==> config.mk <==
export PLATFORM = sky130hd
export DESIGN_NAME = pwm_chain_pair
export DESIGN_NICKNAME = d
export VERILOG_FILES = /design/src/rtl/pwm_chain_pair.sv
export SDC_FILE = /design/constraint.sdc
export NUM_CORES = 1
export LEC_CHECK = 0
export BUFFER_PORTS_ARGS = -buffer_cell sky130_fd_sc_hd__buf_2
export CAP_MARGIN = 20
export CORE_MARGIN = 2
export CORE_UTILIZATION = 42
export CTS_BUF_LIST = sky130_fd_sc_hd__clkbuf_16
export CTS_CLUSTER_SIZE = 14
export DETAILED_ROUTE_END_ITERATION = 16
export SYNTH_ARGS = -nofsm -noshare
export SYNTH_HDL_FRONTEND = slang
export SYNTH_SLANG_ARGS = --single-unit
export TNS_END_PERCENT = 10
==> constraint.sdc <==
create_clock -name clk -period 4.67 [get_ports clk]
set_input_delay 1.1675 -clock clk [delete_from_list [all_inputs] [get_ports clk]]
set_output_delay 1.1675 -clock clk [all_outputs]
set_load 0.01 [all_outputs]
==> src/rtl/pwm_chain_pair.sv <==
module pwm_chain_pair #(
  parameter int W = 16
) (
  input  logic         clk,
  input  logic         rst_n,
  input  logic         en,
  input  logic         wr,
  input  logic         fol_src,
  input  logic [W-1:0] period,
  input  logic [W-1:0] lead_ph,
  input  logic [W-1:0] lead_dc,
  input  logic [W-1:0] fol_ph,
  input  logic [W-1:0] fol_dc,
  input  logic [W-1:0] lead_lon,
  input  logic [W-1:0] lead_loff,
  input  logic [W-1:0] fol_lon,
  input  logic [W-1:0] fol_loff,
  input  logic [W-1:0] lead_evc,
  input  logic [W-1:0] lead_evd,
  output logic         lead_hs,
  output logic         lead_ls,
  output logic         fol_hs,
  output logic         fol_ls
);
  localparam int WX = W + 1;

  logic [W-1:0] s_per, s_lph, s_ldc, s_fph, s_fdc, s_lon0, s_loff0, s_lon1, s_loff1, s_evc, s_evd;
  logic [W-1:0] p0, ph0, dc0, on0, off0, evc, evd;
  logic [W-1:0] p1, ph1, dc1, on1, off1;
  logic [W-1:0] cnt0, cnt1;
  logic         run0, run1;
  logic         wrap0, wrap1, st0, st1, ev;

  always_ff @(posedge clk or negedge rst_n) begin
    if (!rst_n) begin
      s_per <= '0; s_lph <= '0; s_ldc <= '0; s_fph <= '0; s_fdc <= '0;
      s_lon0 <= '0; s_loff0 <= '0; s_lon1 <= '0; s_loff1 <= '0;
      s_evc <= '0; s_evd <= '0;
    end else if (wr) begin
      s_per <= period; s_lph <= lead_ph; s_ldc <= lead_dc;
      s_fph <= fol_ph; s_fdc <= fol_dc;
      s_lon0 <= lead_lon; s_loff0 <= lead_loff;
      s_lon1 <= fol_lon; s_loff1 <= fol_loff;
      s_evc <= lead_evc; s_evd <= lead_evd;
    end
  end

  assign wrap0 = (WX'(cnt0) + WX'(1)) >= WX'(p0);
  assign wrap1 = (WX'(cnt1) + WX'(1)) >= WX'(p1);
  assign st0   = en && (!run0 || wrap0);
  assign ev    = en && run0 && (cnt0 == (fol_src ? evd : evc));
  assign st1   = ev || (en && run1 && wrap1);

  always_ff @(posedge clk or negedge rst_n) begin
    if (!rst_n) begin
      cnt0 <= '0; run0 <= 1'b0;
      p0 <= '0; ph0 <= '0; dc0 <= '0; on0 <= '0; off0 <= '0; evc <= '0; evd <= '0;
    end else if (!en) begin
      cnt0 <= '0; run0 <= 1'b0;
    end else if (st0) begin
      cnt0 <= '0; run0 <= 1'b1;
      p0 <= s_per; ph0 <= s_lph; dc0 <= s_ldc;
      on0 <= s_lon0; off0 <= s_loff0; evc <= s_evc; evd <= s_evd;
    end else begin
      cnt0 <= cnt0 + 1'b1;
    end
  end

  always_ff @(posedge clk or negedge rst_n) begin
    if (!rst_n) begin
      cnt1 <= '0; run1 <= 1'b0;
      p1 <= '0; ph1 <= '0; dc1 <= '0; on1 <= '0; off1 <= '0;
    end else if (!en) begin
      cnt1 <= '0; run1 <= 1'b0;
    end else if (st1) begin
      cnt1 <= '0; run1 <= 1'b1;
      p1 <= s_per; ph1 <= s_fph; dc1 <= s_fdc;
      on1 <= s_lon1; off1 <= s_loff1;
    end else if (run1) begin
      cnt1 <= cnt1 + 1'b1;
    end
  end

  assign lead_hs = run0 && (cnt0 >= ph0) && (cnt0 < dc0);
  assign lead_ls = run0 && (cnt0 >= on0) && (cnt0 < off0);
  assign fol_hs  = run1 && (cnt1 >= ph1) && (cnt1 < dc1);
  assign fol_ls  = run1 && (cnt1 >= on1) && (cnt1 < off1);


  cnt_range_chk: assert property (@(posedge clk) disable iff (!rst_n)
    (run0 && p0 > 1) |-> (cnt0 < p0));


  active_hold_chk: assert property (@(posedge clk) disable iff (!rst_n)
    (run0 && !st0) |=> ($stable(p0) && $stable(ph0) && $stable(dc0) && $stable(evc) && $stable(evd)));


  fol_idle_chk: assert property (@(posedge clk) disable iff (!rst_n)
    !run1 |-> (cnt1 == '0 && !fol_hs && !fol_ls));


  fol_start_chk: assert property (@(posedge clk) disable iff (!rst_n)
    (en && run0 && cnt0 == (fol_src ? evd : evc)) |=> (run1 && cnt1 == '0));


  dis_quiet_chk: assert property (@(posedge clk) disable iff (!rst_n)
    !en |=> (!lead_hs && !lead_ls && !fol_hs && !fol_ls));
endmodule

==> tab_implementation.tex, run 1 <==
\begin{tabular}{lr}
\hline
Metric & Value \\
\hline
\multicolumn{2}{l}{\textbf{Status}} \\
Result of the run & finished, final reports clean \\
\multicolumn{2}{l}{\textbf{Layout}} \\
Proportion of layout cells with a drive suffix above 1 & 36.3\% \\
Synthesis-to-layout area growth & 15.1\% \\
Final net count & 2,090 \\
Fillcell total & 4,256 \\
Top library cells by usage in the layout, fill and taps aside & 402 x sky130\_fd\_sc\_hd\_\_dfrtp\_1, 291 x sky130\_fd\_sc\_hd\_\_mux2\_2, 182 x sky130\_fd\_sc\_hd\_\_buf\_2, 174 x sky130\_fd\_sc\_hd\_\_inv\_1, 158 x sky130\_fd\_sc\_hd\_\_ha\_1 \\
Cell area after layout & 23,100 um\^{}2 \\
Cell Count, Final, Fillers Out & 2,397 \\
Most common library cell in the layout ignoring fill and taps & sky130\_fd\_sc\_hd\_\_dfrtp\_1 \\
Post-Route Utilization & 48.7\% \\
\multicolumn{2}{l}{\textbf{Hold path}} \\
Min-Delay Endpoint & off1[0] \\
Hold path depth & 1 \\
Worst min-delay path startpoint & s\_loff1[0] \\
Hold crit path type & flip-flop to flip-flop \\
\multicolumn{2}{l}{\textbf{Setup path}} \\
Worst path required time & 5.11 ns \\
Worst path max stage delay & 0.62 ns \\
Critical Path Sink Type & flip-flop \\
Number of cell instances on the worst register-to-register path & 13 \\
Startpoint of the worst setup timing path & cnt0[0] \\
R2r endpoint & evd[15] \\
Worst setup path category & flip-flop to flip-flop \\
Startpoint type of the worst setup path & flip-flop \\
Critical path, cell by cell & nand4\_1 > nor3\_1 > nand3\_1 > or2\_2 > xnor2\_1 > ha\_1 > nand2\_1 > o21a\_1 > nand2\_1 > a211oi\_1 > o32a\_2 > buf\_12 > mux2\_2 \\
Arrival time at the worst endpoint & 4.56 ns \\
Maximum fanout along the worst path & 64 \\
Critical Path Most Common Cell & sky130\_fd\_sc\_hd\_\_nand2\_1 \\
Critical path's slowest cell & sky130\_fd\_sc\_hd\_\_dfrtp\_1 \\
Reg-to-reg critical path startpoint & cnt0[0] \\
Register-to-register setup slack & 0.56 ns \\
\multicolumn{2}{l}{\textbf{Synth}} \\
Number of instances in the synthesized netlist & 1,549 \\
FFs w/ async S/R, synth & 100\% \\
Flops \& latches, synth & 402 \\
Most used flip-flop cell after synthesis & sky130\_fd\_sc\_hd\_\_dfrtp\_1 \\
Yosys warns & 0 \\
Count of flip-flops with a built-in enable after synthesis & 0 \\
Syn nets & 1,888 \\
Portion of the post-synthesis area used by sequential elements & 50.1\% \\
Average cell area after synthesis & 13.0 um\^{}2 \\
Synth cell types & 51 \\
Netlist Area Pre-Place & 20,100 um\^{}2 \\
\multicolumn{2}{l}{\textbf{Power}} \\
PnR Total Power & 9.01 mW \\
Power density normalized to cell area & 390 nW/um\^{}2 \\
Largest vdd supply drop & 0.000347 V \\
Static Leak & 11.3 nW \\
\multicolumn{2}{l}{\textbf{Timing}} \\
Number of hold violations in the final report & 0 \\
Setup total negative slack & 0 ns \\
RSZ-0062 raised after global routing & false \\
Max transition margin & 55.7\% \\
Endpoints failing setup & 0 \\
Hold WS & 0.498 ns \\
Final Slew Violations & 0 \\
Post-layout minimum cycle time & 4.11 ns \\
Final setup skew & 0.0193 ns \\
Setup slack of the critical path after layout & 0.556 ns \\
Fmax & 243 MHz \\
Fraction of the cycle the final worst path needs & 88.1\% \\
Transition time at the pin with the least slew margin & 0.665 ns \\
\multicolumn{2}{l}{\textbf{Drt}} \\
Detail-routed net length per standard cell & 18.4 um \\
Met1 layer wirelength in the final routing & 20.0 mm \\
Routed met3 length & 1.59 mm \\
First drt pass iteration count & 4 \\
DRC violation total after the first TritonRoute iteration & 527 \\
Via density per instance & 5.06 \\
Met2 wire length & 21.3 mm \\
Final wirelength & 44.2 mm \\
Via count & 12,124 \\
DRC violation count after routing & 0 \\
Remaining antenna violation count after routing & 0 \\
Uppermost signal routing layer after detailed routing & met5 \\
\multicolumn{2}{l}{\textbf{Placed design}} \\
Total placed instance area & 21,700 um\^{}2 \\
Buffers added on ports & 184 \\
Placer's final routability congestion estimate & 0.799 \\
Post-Place Cells & 2,319 \\
DP Worst Slack & 0.555 ns \\
Post-detail-place hpwl & 31.2 mm \\
\multicolumn{2}{l}{\textbf{Global routing}} \\
Overall global routing resource usage & 18.4\% \\
First-pass GRT wire length & 71.6 mm \\
Antenna violations before repair & 3 \\
Total congestion overflow & 0 \\
Vias in the first global route & 12,910 \\
Maximum number of pins on one net before global-route repair & 98 \\
\multicolumn{2}{l}{\textbf{Clock network}} \\
Clock buffer depth & 3 \\
Clock-pin slew on the worst setup and hold paths & 0.06 ns \\
TritonCTS clock tree & built \\
Post-CTS setup buffer count & 0 \\
Clock buffer count from CTS & 45 \\
Source-to-sink clock delay at the later pin of the worst-skew pair & 0.57 ns \\
Number of sinks handled by clock tree synthesis & 402 \\
CTS resizes & 0 \\
CTS root buf & sky130\_fd\_sc\_hd\_\_clkbuf\_16 \\
H-tree levels & 2 \\
Hold-fix buffers, CTS & 0 \\
\multicolumn{2}{l}{\textbf{Floorplan}} \\
Effective utilization at floorplan & 42.3\% \\
Die ar. & 49,600 um\^{}2 \\
Core Rows & 80 \\
Die Span Y & 223 um \\
X dimension of the die & 223 um \\
Io pins & 185 \\
Core region area & 47,400 um\^{}2 \\
\multicolumn{2}{l}{\textbf{Flow run}} \\
Number of max-capacitance violations reported & 0 \\
\hline
\end{tabular}
==> per-layer routing <==
layer	up-vias	GRT usage, %
li1	5836	-
met1	6036	24.5
met2	176	30.7
met3	72	3.02
met4	4	5.74
met5	-	0
==> power by group <==
group	switching [mW]	internal [mW]	total [mW]
Clock	1.41	1.96	3.38
Combinational	0.643	0.787	1.43
Sequential	0.288	3.92	4.21
Total	2.34	6.67	9.01
==> worst max path at each step <==
stage          slack (ns)        to  cells past startpoint
6_report             0.56   evd[15]                     13
3_5_place_dp         0.55   off0[7]                     13
5_1_grt              0.30   evd[15]                     13
3_3_place_gp         0.66   dc0[15]                     13
4_1_cts              0.53  off0[14]                     13
2_1_floorplan        1.15  cnt0[10]                     13
==> synthesized netlist by cell type (2+ instances only) <==
cell,count,area (um^2)
sky130_fd_sc_hd__mux2_2,291,3280
sky130_fd_sc_hd__o2111ai_1,4,35.0
sky130_fd_sc_hd__a21oi_1,50,250
sky130_fd_sc_hd__nand2b_1,25,156
sky130_fd_sc_hd__a311o_1,4,40.0
sky130_fd_sc_hd__nand3_1,30,150
sky130_fd_sc_hd__nor2_1,21,78.8
sky130_fd_sc_hd__nand3b_1,2,15.0
sky130_fd_sc_hd__buf_4,3,22.5
sky130_fd_sc_hd__xor2_1,12,105
sky130_fd_sc_hd__and3_1,5,31.3
sky130_fd_sc_hd__nor4_1,5,31.3
sky130_fd_sc_hd__o31a_1,4,35.0
sky130_fd_sc_hd__or2_2,2,12.5
sky130_fd_sc_hd__nand4_1,18,113
sky130_fd_sc_hd__a31oi_1,4,25.0
sky130_fd_sc_hd__buf_2,6,30.0
sky130_fd_sc_hd__o21ai_0,22,110
sky130_fd_sc_hd__ha_1,158,1980
sky130_fd_sc_hd__and4_1,7,61.3
sky130_fd_sc_hd__mux2_4,80,1200
sky130_fd_sc_hd__mux2i_1,17,170
sky130_fd_sc_hd__nor3b_1,2,15.0
sky130_fd_sc_hd__xnor2_1,31,272
sky130_fd_sc_hd__inv_1,165,619
sky130_fd_sc_hd__nor2b_1,27,169
sky130_fd_sc_hd__nor3_1,3,15.0
sky130_fd_sc_hd__a211o_1,5,43.8
sky130_fd_sc_hd__a211oi_1,11,82.6
sky130_fd_sc_hd__clkbuf_1,26,97.6
sky130_fd_sc_hd__a2bb2oi_1,4,35.0
sky130_fd_sc_hd__buf_6,16,180
sky130_fd_sc_hd__dfrtp_1,402,10100
sky130_fd_sc_hd__a21o_1,31,233
sky130_fd_sc_hd__nand2_1,28,105
sky130_fd_sc_hd__o211ai_1,13,97.6
==> final cells by class <==
type	count	area, um^2	share of cell area (%)
flip-flops and latches	402	10100	43.5
diodes	1	2.50	0.0108
clock buffers	45	1130	4.87
repair buffers	207	1210	5.23
multi-input cells	930	9080	39.3
clock inverters	32	254	1.10
inverters	165	619	2.68
well taps	615	769	3.33
==> cells by family (layout without fill, tap and decap cells) <==
family / after synthesis / after routing / share of synthesized area [%]
adder cells (fa/ha/maj): 158 / 158 / 9.84
other: 0 / 1 / 0
AND/OR/NAND/NOR: 181 / 181 / 5.01
multiplexers: 388 / 388 / 23.1
buffers and inverters: 217 / 449 / 4.75
XOR/XNOR: 43 / 43 / 1.88
AO/OA/AOI/OAI: 160 / 160 / 5.29
flip-flops: 402 / 402 / 50.1
==> critical path: cells and delay by family, from the launching register on <==
kind | cells | cell delay, ns
compound gates | 3 | 0.76
buf+inv | 1 | 0.39
xor+xnor | 1 | 0.19
fa+ha+maj | 1 | 0.28
simple gates | 6 | 1.32
flops | 1 | 0.62
mux | 1 | 0.39
No activity file was read; power rests on OpenSTA's default activity.
==> run 2, diff against run 1 <==
--- a/config.mk
+++ b/config.mk
@@ -7,11 +7,14 @@
 export LEC_CHECK = 0
 export BUFFER_PORTS_ARGS = -buffer_cell sky130_fd_sc_hd__buf_2
 export CAP_MARGIN = 20
+export CELL_PAD_IN_SITES_DETAIL_PLACEMENT = 1
+export CELL_PAD_IN_SITES_GLOBAL_PLACEMENT = 2
 export CORE_MARGIN = 2
-export CORE_UTILIZATION = 42
+export CORE_UTILIZATION = 40
 export CTS_BUF_LIST = sky130_fd_sc_hd__clkbuf_16
 export CTS_CLUSTER_SIZE = 14
 export DETAILED_ROUTE_END_ITERATION = 16
+export PLACE_DENSITY_LB_ADDON = 0.1
 export SYNTH_ARGS = -nofsm -noshare
 export SYNTH_HDL_FRONTEND = slang
 export SYNTH_SLANG_ARGS = --single-unit
==> tab_implementation.tex, run 2 (synthesis gave the netlist of run 1 again) <==
\begin{tabular}{lr}
\hline
Metric & Value \\
\hline
\multicolumn{2}{l}{\textbf{Status}} \\
Result of the run & finished, final reports clean \\
\multicolumn{2}{l}{\textbf{Setup path}} \\
Buf/Inv on CP & 1 \\
Critical Path Sink Type & output pin \\
Critical path's slowest cell & sky130\_fd\_sc\_hd\_\_dfrtp\_1 \\
Worst path required time & 3.50 ns \\
Worst path max stage delay & 0.75 ns \\
Arrival time at the worst endpoint & 2.98 ns \\
Maximum fanout along the worst path & 9 \\
Startpoint type of the worst setup path & flip-flop \\
Worst setup path category & flip-flop to output pin \\
Critical path, cell by cell & ha\_1 > a21o\_1 > a211oi\_1 > o211ai\_1 > a311o\_1 > a2bb2oi\_1 > buf\_2 \\
Dominant delay contributor by cell family on the critical path & compound AO/OA/AOI/OAI gates \\
\multicolumn{2}{l}{\textbf{Power}} \\
Power density normalized to cell area & 391 nW/um\^{}2 \\
Static Leak & 11.4 nW \\
Switching pwr & 2.41 mW \\
Switching part of the total & 26.5\% \\
Logic pwr share & 16.1\% \\
Part of the total power dissipated in sequential elements & 46.2\% \\
Share of total power in the clock network & 37.7\% \\
Largest vdd supply drop & 0.000226 V \\
Design internal power & 6.68 mW \\
PnR Total Power & 9.10 mW \\
\multicolumn{2}{l}{\textbf{Clock network}} \\
H-tree levels & 2 \\
CTS root buf & sky130\_fd\_sc\_hd\_\_clkbuf\_16 \\
TritonCTS clock tree & built \\
Clock buffer depth & 3 \\
Clock-pin slew on the worst setup and hold paths & 0.06 ns \\
Clock buffer count from CTS & 46 \\
Post-CTS setup buffer count & 0 \\
Hold-fix buffers, CTS & 0 \\
CTS resizes & 0 \\
Source-to-sink clock delay at the later pin of the worst-skew pair & 0.58 ns \\
Number of sinks handled by clock tree synthesis & 402 \\
\multicolumn{2}{l}{\textbf{Drt}} \\
DRC violation count after routing & 0 \\
Via count & 12,316 \\
First drt pass iteration count & 4 \\
Via density per instance & 5.00 \\
Final wirelength & 47.4 mm \\
Detail-routed net length per standard cell & 19.3 um \\
Remaining antenna violation count after routing & 0 \\
DRC violation total after the first TritonRoute iteration & 405 \\
\multicolumn{2}{l}{\textbf{Timing}} \\
RSZ-0062 raised after global routing & false \\
Final Slew Violations & 0 \\
Post-layout minimum cycle time & 4.15 ns \\
Fraction of the cycle the final worst path needs & 88.8\% \\
Setup total negative slack & 0 ns \\
Transition time at the pin with the least slew margin & 0.688 ns \\
Final setup skew & 0.0138 ns \\
Fmax & 241 MHz \\
Number of hold violations in the final report & 0 \\
Max transition margin & 54.0\% \\
Endpoints failing setup & 0 \\
\multicolumn{2}{l}{\textbf{Layout}} \\
Diodes inserted & 0 \\
Top library cells by usage in the layout, fill and taps aside & 402 x sky130\_fd\_sc\_hd\_\_dfrtp\_1, 291 x sky130\_fd\_sc\_hd\_\_mux2\_2, 182 x sky130\_fd\_sc\_hd\_\_buf\_2, 172 x sky130\_fd\_sc\_hd\_\_inv\_1, 158 x sky130\_fd\_sc\_hd\_\_ha\_1 \\
Final net count & 2,099 \\
Fillcell total & 5,254 \\
Proportion of layout cells with a drive suffix above 1 & 36.4\% \\
Storage cell area & 10,100 um\^{}2 \\
Area of combinational cells with multiple inputs & 9080 um\^{}2 \\
Most common library cell in the layout ignoring fill and taps & sky130\_fd\_sc\_hd\_\_dfrtp\_1 \\
Synthesis-to-layout area growth & 15.8\% \\
\multicolumn{2}{l}{\textbf{Placed design}} \\
Buffers added on ports & 184 \\
Placer's final routability congestion estimate & 0.773 \\
Post-detail-place hpwl & 33.8 mm \\
\multicolumn{2}{l}{\textbf{Hold path}} \\
Hold crit path type & flip-flop to flip-flop \\
\multicolumn{2}{l}{\textbf{Floorplan}} \\
Die Span Y & 228 um \\
Core region area & 49,900 um\^{}2 \\
X dimension of the die & 228 um \\
Core Rows & 82 \\
Effective utilization at floorplan & 40.3\% \\
Die ar. & 52,000 um\^{}2 \\
Io pins & 185 \\
\multicolumn{2}{l}{\textbf{Global routing}} \\
Total congestion overflow & 0 \\
Overall global routing resource usage & 18.8\% \\
First-pass GRT wire length & 76.9 mm \\
Vias in the first global route & 13,698 \\
Antenna violations before repair & 0 \\
Maximum number of pins on one net before global-route repair & 94 \\
\multicolumn{2}{l}{\textbf{Flow run}} \\
Number of max-capacitance violations reported & 0 \\
\hline
\end{tabular}
[run 2: cell types whose count changed in the layout (fill, tap and decap cells not counted), moves of 2 or more]
| cell | previous run | this run |
|---|---|---|
| sky130_fd_sc_hd__inv_1 | 174 | 172 |
| sky130_fd_sc_hd__clkbuf_16 | 45 | 47 |
| sky130_fd_sc_hd__clkinvlp_4 | 2 | 0 |
| sky130_fd_sc_hd__buf_4 | 15 | 24 |
| sky130_fd_sc_hd__clkinv_1 | 8 | 14 |
[run 2: power by group through the flow]
stage	Combinational, mW	Clock (mW)	Sequential [mW]
2_1_floorplan	1.07	0	4.14
3_3_place_gp	1.44	0	4.26
3_5_place_dp	1.49	0	4.27
4_1_cts	1.51	3.56	4.21
5_1_grt	1.65	3.68	4.27
6_report	1.47	3.43	4.20
[run 2: layout make-up]
cell class                      instances  share of cell area (%)
Sequential cell                       402                    43.3
Multi-Input combinational cell        930                    39.1
Timing Repair Buffer                  215                    5.41
Clock buffer                           47                    5.06
Tap cell                              672                    3.62
Inverter                              165                    2.66
Clock inverter                         32                   0.931
[run 2: final timing paths]
path / startpoint / cells after the start / slack (ns) / endpoint
worst max-delay path: cnt0[9] / 7 / 0.52 / lead_ls
worst min-delay path: s_loff1[12] / 1 / 0.50 / off1[12]
worst max register to register: cnt0[1] / 13 / 0.54 / on0[8]
worst min register to register: s_loff1[12] / 1 / 0.50 / off1[12]
max in group asynchronous: rst_n / 2 / 3.12 / on0[9]
min in group asynchronous: rst_n / 1 / 0.54 / s_ldc[7]
[run 2: through the flow]
step	hold slack, ns	instance area (um^2)	util [%]	instances	setup slack, ns
after floorplan	0.475	20100	-	1549	1.15
after global placement	0.484	21900	43.8	2384	0.723
after detailed placement	0.491	21900	43.8	2384	0.620
after CTS	0.500	23300	46.6	2463	0.453
after global routing	0.518	23300	46.6	2463	0.284
final	0.497	23300	46.6	2463	0.521
[run 2: metal layers]
metal  global-route usage, %  up-vias  share of wire (%)
met2                    33.3      172                 51
met1                    23.2     6220                 43
met5                       0        -                  0
met3                    3.06       77                3.3
met4                    6.74        0                3.1
li1                        -     5847                  -
==> run 3, diff against run 2 <==
--- a/config.mk
+++ b/config.mk
@@ -7,14 +7,13 @@
 export LEC_CHECK = 0
 export BUFFER_PORTS_ARGS = -buffer_cell sky130_fd_sc_hd__buf_2
 export CAP_MARGIN = 20
-export CELL_PAD_IN_SITES_DETAIL_PLACEMENT = 1
-export CELL_PAD_IN_SITES_GLOBAL_PLACEMENT = 2
 export CORE_MARGIN = 2
 export CORE_UTILIZATION = 40
 export CTS_BUF_LIST = sky130_fd_sc_hd__clkbuf_16
 export CTS_CLUSTER_SIZE = 14
 export DETAILED_ROUTE_END_ITERATION = 16
-export PLACE_DENSITY_LB_ADDON = 0.1
+export MAX_ROUTING_LAYER = met4
+export RECOVER_POWER = 100
 export SYNTH_ARGS = -nofsm -noshare
 export SYNTH_HDL_FRONTEND = slang
 export SYNTH_SLANG_ARGS = --single-unit
==> tab_implementation.tex, run 3 (synthesis gave the netlist of run 1 again) <==
\begin{tabular}{lr}
\hline
Metric & Value \\
\hline
\multicolumn{2}{l}{\textbf{Setup path}} \\
Worst setup path category & flip-flop to flip-flop \\
Critical path's slowest cell & sky130\_fd\_sc\_hd\_\_dfrtp\_1 \\
Worst path required time & 5.12 ns \\
Critical Path Most Common Cell & sky130\_fd\_sc\_hd\_\_and4\_1 \\
Worst path max stage delay & 0.69 ns \\
Startpoint type of the worst setup path & flip-flop \\
Critical path, cell by cell & and3\_1 > and4\_1 > nand2\_1 > xnor2\_1 > ha\_1 > and4\_1 > and3b\_1 > a2111o\_1 > a211oi\_1 > o21ai\_4 > clkbuf\_2 > mux2\_2 \\
Buf/Inv on CP & 1 \\
Arrival time at the worst endpoint & 4.78 ns \\
Critical Path Sink Type & flip-flop \\
Maximum fanout along the worst path & 36 \\
Dominant delay contributor by cell family on the critical path & simple AND/OR/NAND/NOR gates \\
\multicolumn{2}{l}{\textbf{Placed design}} \\
Placer's final routability congestion estimate & 0.855 \\
Post-detail-place hpwl & 31.3 mm \\
Buffers added on ports & 184 \\
\multicolumn{2}{l}{\textbf{Clock network}} \\
Post-CTS setup buffer count & 0 \\
CTS resizes & 0 \\
Source-to-sink clock delay at the later pin of the worst-skew pair & 0.57 ns \\
TritonCTS clock tree & built \\
Number of sinks handled by clock tree synthesis & 402 \\
Clock-pin slew on the worst setup and hold paths & 0.06 ns \\
Clock buffer count from CTS & 45 \\
H-tree levels & 2 \\
CTS root buf & sky130\_fd\_sc\_hd\_\_clkbuf\_16 \\
Clock buffer depth & 3 \\
Hold-fix buffers, CTS & 0 \\
\multicolumn{2}{l}{\textbf{Floorplan}} \\
Effective utilization at floorplan & 40.3\% \\
X dimension of the die & 228 um \\
Die ar. & 52,000 um\^{}2 \\
Die Span Y & 228 um \\
Io pins & 185 \\
Core region area & 49,900 um\^{}2 \\
Core Rows & 82 \\
\multicolumn{2}{l}{\textbf{Timing}} \\
Final Slew Violations & 155 \\
Fraction of the cycle the final worst path needs & 92.7\% \\
Max transition margin & -96.4\% \\
Endpoints failing setup & 0 \\
RSZ-0062 raised after global routing & false \\
Transition time at the pin with the least slew margin & 2.95 ns \\
Fmax & 231 MHz \\
Post-layout minimum cycle time & 4.33 ns \\
Hold WS & 0.486 ns \\
Final setup skew & 0.0220 ns \\
Number of hold violations in the final report & 0 \\
Setup total negative slack & 0 ns \\
\multicolumn{2}{l}{\textbf{Power}} \\
Largest vdd supply drop & 0.000310 V \\
Power density normalized to cell area & 394 nW/um\^{}2 \\
Static Leak & 11.0 nW \\
\multicolumn{2}{l}{\textbf{Drt}} \\
First drt pass iteration count & 4 \\
DRC violation total after the first TritonRoute iteration & 614 \\
Remaining antenna violation count after routing & 0 \\
Via density per instance & 4.95 \\
Via count & 12,187 \\
Met1 layer wirelength in the final routing & 19.6 mm \\
Detail-routed net length per standard cell & 17.9 um \\
Met2 wire length & 21.7 mm \\
DRC violation count after routing & 0 \\
Routed met3 length & 1.66 mm \\
Final wirelength & 44.0 mm \\
Uppermost signal routing layer after detailed routing & met4 \\
\multicolumn{2}{l}{\textbf{Flow run}} \\
Number of max-capacitance violations reported & 2 \\
\multicolumn{2}{l}{\textbf{Global routing}} \\
First-pass GRT wire length & 72.1 mm \\
Vias in the first global route & 13,083 \\
Antenna violations before repair & 3 \\
Maximum number of pins on one net before global-route repair & 98 \\
Overall global routing resource usage & 18.0\% \\
Total congestion overflow & 0 \\
\multicolumn{2}{l}{\textbf{Status}} \\
Failing checks & capacitance limit, slew limit \\
Result of the run & finished with violations \\
\multicolumn{2}{l}{\textbf{Layout}} \\
Post-Route Utilization & 45.9\% \\
Most common library cell in the layout ignoring fill and taps & sky130\_fd\_sc\_hd\_\_dfrtp\_1 \\
Top library cells by usage in the layout, fill and taps aside & 402 x sky130\_fd\_sc\_hd\_\_dfrtp\_1, 291 x sky130\_fd\_sc\_hd\_\_mux2\_2, 176 x sky130\_fd\_sc\_hd\_\_buf\_2, 172 x sky130\_fd\_sc\_hd\_\_inv\_1, 158 x sky130\_fd\_sc\_hd\_\_ha\_1 \\
Synthesis-to-layout area growth & 14.1\% \\
Proportion of layout cells with a drive suffix above 1 & 31.9\% \\
Final net count & 2,091 \\
\multicolumn{2}{l}{\textbf{Hold path}} \\
Hold crit path type & flip-flop to flip-flop \\
\hline
\end{tabular}
-- run 3: changes by cell type in the layout (fill, tap and decap cells not counted), sizes merged --
cell / delta
clkinv: -1
clkbuf: +16
diode: +3
buf: -25
clkinvlp: +5
dlygate4sd2: +1
bufinv: +1
-- run 3: worst paths after layout --
| kind | slack [ns] | start | endpoint | cells past startpoint |
|---|---|---|---|---|
| hold / removal | 0.49 | s_ldc[0] | dc0[0] | 1 |
| min in group asynchronous | 1.36 | rst_n | dc0[8] | 1 |
| max in group asynchronous | 0.96 | rst_n | evd[14] | 2 |
| setup / recovery | 0.34 | cnt1[3] | off1[9] | 12 |
| hold reg to reg | 0.49 | s_ldc[0] | dc0[0] | 1 |
| setup reg to reg | 0.34 | cnt1[3] | off1[9] | 12 |
-- run 3: report_power, final --
group          total, mW  switching, mW  internal (mW)
combinational       1.31          0.633          0.674
clock               3.52           1.49           2.02
sequential          4.20          0.281           3.92
total               9.02           2.41           6.62
-- run 3: metal layers --
layer  vias up  track usage [%]
li1       5845                -
met4         0             5.19
met1      6088             22.4
met2       194             30.1
met3        60             2.96
met5         -                -
-- run 3: final cells by class --
class,count,area [um^2]
diodes,3,7.51
clock inverters,37,313
well taps,672,841
flip-flops and latches,402,10100
fillers,4651,27000
inverters,165,619
multi-input cells,930,8800
repair buffers,208,1110
clock buffers,46,1150
-- run 3: through the flow --
step / cell area [um^2] / setup slack, ns / instances / total power [mW]
6_report: 22900 / 0.339 / 2463 / 9.02
2_1_floorplan: 20100 / 1.15 / 1549 / 5.21
3_3_place_gp: 21800 / 0.609 / 2377 / 5.67
4_1_cts: 23300 / 0.468 / 2460 / 9.29
3_5_place_dp: 21800 / 0.523 / 2377 / 5.72
5_1_grt: 22900 / 0.0555 / 2463 / 9.53
